<file path="src/rtl/rand_chain_gen.sv">
module rand_chain_gen #(
  parameter int          WORD_W = 32,
  parameter logic [31:0] POLY   = 32'h04C11DB7,
  parameter int          FILL   = 5
) (
  input  logic          clk,
  input  logic          rst_n,
  input  logic          start,
  input  logic [31:0]   seed,
  input  logic          next_req,
  output logic          data_valid,
  output logic [143:0]  data
);
  localparam int CW = $clog2(FILL + 1);

  logic [WORD_W-1:0] crc_q, top_q, r7_q, r6_q, r5_q, r4_q;
  logic [CW-1:0]     cnt_q;
  logic [WORD_W-1:0] crc_nx;

  function automatic logic [WORD_W-1:0] rotl(input logic [WORD_W-1:0] v);
    return {v[WORD_W-2:0], v[WORD_W-1]};
  endfunction

  always_comb begin
    crc_nx = crc_q;
    for (int i = 0; i < WORD_W; i++)
      crc_nx = crc_nx[WORD_W-1] ? ({crc_nx[WORD_W-2:0], 1'b0} ^ POLY) : {crc_nx[WORD_W-2:0], 1'b0};
  end

  always_ff @(posedge clk) begin
    if (!rst_n || start) begin
      crc_q <= !rst_n ? '0 : seed;
      top_q <= '0;
      r7_q  <= '0;
      r6_q  <= '0;
      r5_q  <= '0;
      r4_q  <= '0;
      cnt_q <= '0;
    end else if (next_req) begin
      crc_q <= crc_nx;
      top_q <= crc_nx;
      r7_q  <= rotl(top_q);
      r6_q  <= rotl(r7_q);
      r5_q  <= rotl(r6_q);
      r4_q  <= rotl(r5_q);
      if (cnt_q != CW'(FILL)) cnt_q <= cnt_q + 1'b1;
    end
  end

  assign data_valid = (cnt_q == CW'(FILL));
  assign data = {top_q[15:8], r7_q, r6_q, top_q[7:0], r5_q, r4_q};
endmodule

</file>
<file path="config.mk">
export PLATFORM = sky130hd
export DESIGN_NAME = rand_chain_gen
export DESIGN_NICKNAME = d
export VERILOG_FILES = /design/src/rtl/rand_chain_gen.sv
export SDC_FILE = /design/constraint.sdc
export NUM_CORES = 1
export LEC_CHECK = 0
export ABC_CLOCK_PERIOD_IN_PS = 5600
export BUFFER_PORTS_ARGS = -buffer_cell sky130_fd_sc_hd__buf_2
export CORE_MARGIN = 2
export CORE_UTILIZATION = 50
export CTS_BUF_LIST = sky130_fd_sc_hd__clkbuf_4
export DETAILED_ROUTE_END_ITERATION = 16
export GPL_TIMING_DRIVEN = 0
export PLACE_DENSITY = 0.73
export SYNTH_ARGS = -nofsm -noshare
export SYNTH_HDL_FRONTEND = slang
export SYNTH_SLANG_ARGS = --single-unit
</file>
<file path="constraint.sdc">
create_clock -name clk -period 5.6 [get_ports clk]
set_input_delay 0.56 -clock clk [delete_from_list [all_inputs] [get_ports clk]]
set_output_delay 0.56 -clock clk [all_outputs]
set_load 0.03 [all_outputs]
</file>
## Word level (Yosys, flattened, before mapping)

Index checks and enable logic that the tools add are counted.

| word-level totals | value |
|---|---|
| bits in registers | 195 |

| operators by class | value |
|---|---|
| bitwise gates (word level) | 32 |
| $add $sub $neg | 1 |
| equality and inequality tests | 2 |
| mux-type cells | 35 |
| reduce and logical (&&, ||, !) cells | 4 |

Operators by type and width:

| cell | number |
|---|---|
| $mux 27 | 32 |
| $not 14->14 | 32 |
| $mux 32 | 3 |
| $add 3x1->3 const B | 1 |
| $eq 3x3->1 const B | 1 |
| $ne 3x3->1 const B | 1 |
| $reduce_and 2->1 | 1 |
| $reduce_bool 2->1 | 1 |
| $logic_not 1->1 | 1 |
| $logic_or 1x1->1 | 1 |

## Longest topological paths before layout

| logic depth | value |
|---|---|
| depth in word-level cells | 66 |
| gate-level depth with buffers | 11 |
| mapped depth without buffers | 9 |

## Worst setup path before layout

Ideal clock, no wire load.

| timing | value |
|---|---|
| path type | reg2reg |
| start | register crc_q[26] |
| end | register crc_q[5], data pin |
| data arrival time | 3157 ps |
| buffers on the path | 1 |
| stages on the path, launching flop included | 11 |
| setup slack | 2188 ps |
| library setup time | 255 ps |
| cells stage by stage | edfxtp_1 buf_4 xnor3_2 xnor2_4 xnor3_2 xnor2_4 xnor3_1 xor2_1 xor2_1 o21ai_1 and2_1 |

| between the ends | value |
|---|---|
| cells in the longest elaborated chain, start to end | 33 |
| elaborated cells between the ends (all ways) | 51 |
| those cells by class | 29 x mux; 22 x bitwise |

Ends and longest elaborated chain:

| element | RTL line | source |
|---|---|---|
| start: declaration | 16 | `logic [WORD_W-1:0] crc_q, top_q, r7_q, r6_q, r5_q, r4_q;` |
| start signal: assignment | 32 | `crc_q <= !rst_n ? '0 : seed;` |
| start signal: assignment | 40 | `crc_q <= crc_nx;` |
| $mux 27 * | 27 | `crc_nx = crc_nx[WORD_W-1] ? ({crc_nx[WORD_W-2:0], 1'b0} ^ POLY) : {crc_nx[WORD_W-2:0], 1'b0};` |
| $not 14->14 (no line) | - |  |
| $mux 27 | 27 |  |
| $mux 27 or $not 14->14 (tied branches) (2 in series) | - |  |
| $mux 27 | 27 |  |
| $not 14->14 (no line) or $mux 27 (tied branches) | - |  |
| $mux 27 | 27 |  |
| $mux 27 or $not 14->14 (tied branches) | - |  |
| [16 not listed] | - |  |
| $mux 27 | 27 |  |
| $mux 27 or $not 14->14 (tied branches) | - |  |
| $not 14->14 (no line) or $mux 27 (tied branches) | - |  |
| $mux 27 | 27 |  |
| $not 14->14 (no line) | - |  |
| $mux 27 * | 27 |  |
| $mux 32 * | 39 | `end else if (next_req) begin` |
| $mux 32 * | 31 | `if (!rst_n \|\| start) begin` |

Every way passes the cells marked *; elsewhere a longest branch is shown, timed or not. The select of a mux whose other input is x is not followed.
A chain may end at the register's enable or synchronous reset.

## Worst setup path in the final report

| timing | value |
|---|---|
| start | register crc_q[22] |
| end | register crc_q[24], data pin |

| between the ends | value |
|---|---|
| cells in the longest elaborated chain, start to end | 41 |
| elaborated cells between the ends (all ways) | 46 |
| those cells by class | 29 x mux; 17 x bitwise |

Ends and longest elaborated chain:

| element | RTL line |
|---|---|
| $not 14->14 (no line) | - |
| $mux 27 * (3 in series) | 27 |
| $not 14->14 (no line) | - |
| $mux 27 * (2 in series) | 27 |
| $mux 27 | 27 |
| $not 14->14 (no line) | - |
| $mux 27 | 27 |
| $not 14->14 (no line) | - |
| [16 not listed] | - |
| $not 14->14 (no line) | - |
| $mux 27 (6 in series) | 27 |
| $not 14->14 (no line) | - |
| $mux 27 | 27 |
| $not 14->14 (no line) | - |
| $mux 27 * (2 in series) | 27 |
| $mux 32 * | 39 |
| $mux 32 * | 31 |

Marks and branches as above.

==> qor.yml <==
synth-adder-area-share: 0.00251
crit_path_end_kind: "register"
finalClockSkew_ns: 0.0268
layout-drive-gt1-share: 0.222
initialDrtViolationCount: 420
io_pins: 181
htreeDepth: 4
area_growth_pct: 15.9
syn-cell-area_mm2: 0.00997
final_hold_viol_count: 0
ctsLongestPathBuffers: 2
required_ns: 6.07
synth_compound_area_frac: 0.0379
port_buffers: 180
synth-seq-cells: 195
synth_top_cell_area_share: 0.327
avgViaCountPerCell: 5.03
postCtsHoldBufs: 0
drt-wirelength-per-cell_um: 18.4
syn_nets: 966
rows: 51
clock_latency_ns: 0.59
die-area_mm2: 0.0211
critical_path_class: "register to register"
muxShareOfSynthArea: 0.139
holdCritStartpoint: "seed[12]"
fin_crit_sh: 0.730
finalNetCount: 1166
arrival_ns: 4.56
cts_made_buffers: 17
via_count: 7086
wirelength_um: 25900
slew-limit-headroom: 0.434
fin_ws_ns: 1.51
synth_simple_gate_area_frac: 0.0850
routabilityCongestion: 0.960
synth_xor_area_frac: 0.273
ys_top_cells_by_area: "dfxtp_1 (33%), mux2i_1 (14%), xnor2_1 (13%)"
synth.yosys.warnings: 0
cts.sinks: 195
r2r_setup_slack_ns: 1.51
firstDrtPassIters: 5
die_w_um: 145
min_path_type: "input port to register"
synth_top_family_by_area: "XOR/XNOR gates"
grt_pass1_wl_um: 39200
max_cap_viol_count: 0
cts_tree: "built"
yosysTopAreaCell: "dfxtp_1"
outcome: "finished clean"
yosysSeqAreaShare: 0.424
worstMarginPinSlew_ns: 0.848
syn_inst: 928
ant_nets: 0
grt_pass1_vias: 6700
period_minus_slack_ns: 4.09
clk_transition_reported_paths_ns: 0.18
worstReg2RegEnd: "crc_q[24]"
slew_viol_final: 0
setup_viol: 0
reg2reg_from: "crc_q[22]"
syn_avg_cell_area_um2: 10.7
root_buffer: "clkbuf_4"
cp-start-kind: "register"
grtUsageTotal: 0.242
whs_path_depth: 3
setup-tns-final_ns: 0
drc: 0
grt-ovfl-total: 0
grt_setup_unrepaired: "false"
timing.fmax_mhz: 245
grt_max_degree: 33
cts_setup_buffers: 0
synth_cell_type_count: 31
die_h_um: 145
core_area_mm2: 0.0195
crit_fanout: 5
hold_end: "crc_q[12]"
dp_slack_ns: 1.62
ctsResizeCount: 0
dp_hpwl_um: 20400
initial_core_util: 0.510
rr_worst_depth: 10
grt_antenna_before_repair: 2
[cell usage in the layout (no fill, tap or decap), types with 3 or more instances in the layout]
| master | count |
|---|---|
| a211oi_1 | 7 |
| a21o_1 | 4 |
| a21oi_1 | 8 |
| and2_1 | 20 |
| buf_1 | 13 |
| buf_2 | 184 |
| buf_4 | 22 |
| clkbuf_1 | 34 |
| clkbuf_4 | 17 |
| clkinv_1 | 3 |
| dfxtp_1 | 163 |
| edfxtp_1 | 32 |
| inv_1 | 7 |
| inv_8 | 6 |
| mux2i_1 | 138 |
| nand2_1 | 36 |
| nor2_1 | 150 |
| nor2b_1 | 3 |
| o211a_1 | 4 |
| o21ai_0 | 31 |
| o22a_1 | 4 |
| xnor2_1 | 144 |
| xnor2_2 | 9 |
| xnor3_1 | 26 |
| xor2_1 | 48 |
| xor3_1 | 6 |
[sequential cells by signal, summed over array words and instances (netlist names)]
name / count
crc_q: 32
r7_q: 32
top_q: 32
r4_q: 32
r5_q: 32
cnt_q: 3
r6_q: 32
[how the worst max path moves through the flow]
stage	cells after the start	start	slack (ns)	endpoint
6_report	10	crc_q[22]	1.51	crc_q[24]
5_1_grt	10	crc_q[22]	1.33	crc_q[24]
4_1_cts	10	crc_q[22]	1.55	crc_q[24]
3_5_place_dp	10	crc_q[22]	1.62	crc_q[24]
3_3_place_gp	10	crc_q[22]	1.62	crc_q[24]
2_1_floorplan	10	crc_q[26]	2.19	crc_q[5]
[final cells by class]
cell class	count	area [um^2]
clock inverters	15	193
plain buffers	73	362
inverters	8	30.0
repair buffers	181	928
clock buffers	17	128
multi-input cells	652	5350
diodes	2	5.00
flip-flops and latches	195	4220
fillers	1717	7980
well taps	265	332
[synth_stat cells, drive strengths merged]
cell / n
nor2b: 3
inv: 8
xnor2: 155
dfxtp: 163
nand3: 1
o22a: 4
o211a: 4
a21o: 4
nor2: 150
a211oi: 7
mux2i: 138
o21ai: 33
nand2: 36
xnor3: 28
a21boi: 2
edfxtp: 32
a21oi: 8
clkbuf: 34
ha: 2
xor3: 6
and2: 20
buf: 39
xor2: 51
[logic make-up (layout without fill, tap and decap cells)]
group / Yosys count / after routing
DFF: 195 / 195
adders and majority gates: 2 / 2
and+or+nand+nor: 210 / 210
xor gates and xnor gates: 240 / 240
muxes: 138 / 138
other: 0 / 2
AOI/OAI and AO/OA: 62 / 62
buffers and inverters: 81 / 294
[critical path: stages, from the launching register on]
cell and delay, ns:
edfxtp_1 0.41, buf_4 0.19, xor2_1 0.49, xor3_1 0.54
xnor2_1 0.64, xnor2_1 0.21, xnor2_1 0.17, xnor2_1 0.43
xnor3_1 0.56, o21ai_0 0.16, and2_1 0.15
[through the flow]
step / cell area, um^2 / hold slack [ns] / util / instances
after floorplan: 9970 / 0.425 / - / 928
after global placement: 11200 / 0.447 / 0.573 / 1373
after detailed placement: 11200 / 0.462 / 0.573 / 1373
after CTS: 11500 / 0.230 / 0.590 / 1405
after global routing: 11600 / 0.241 / 0.592 / 1408
final: 11600 / 0.255 / 0.592 / 1408
[metal layers]
layer / vias up / GRT usage / routed length, um
li1: 3439 / - / -
met1: 3383 / 0.353 / 12200
met2: 236 / 0.368 / 11500
met3: 28 / 0.0472 / 1820
met4: 0 / 0.0632 / 406
met5: - / 0 / 0
Power is not shown: default switching activity piles up to over one toggle a cycle in this logic, so the estimate is an artifact.
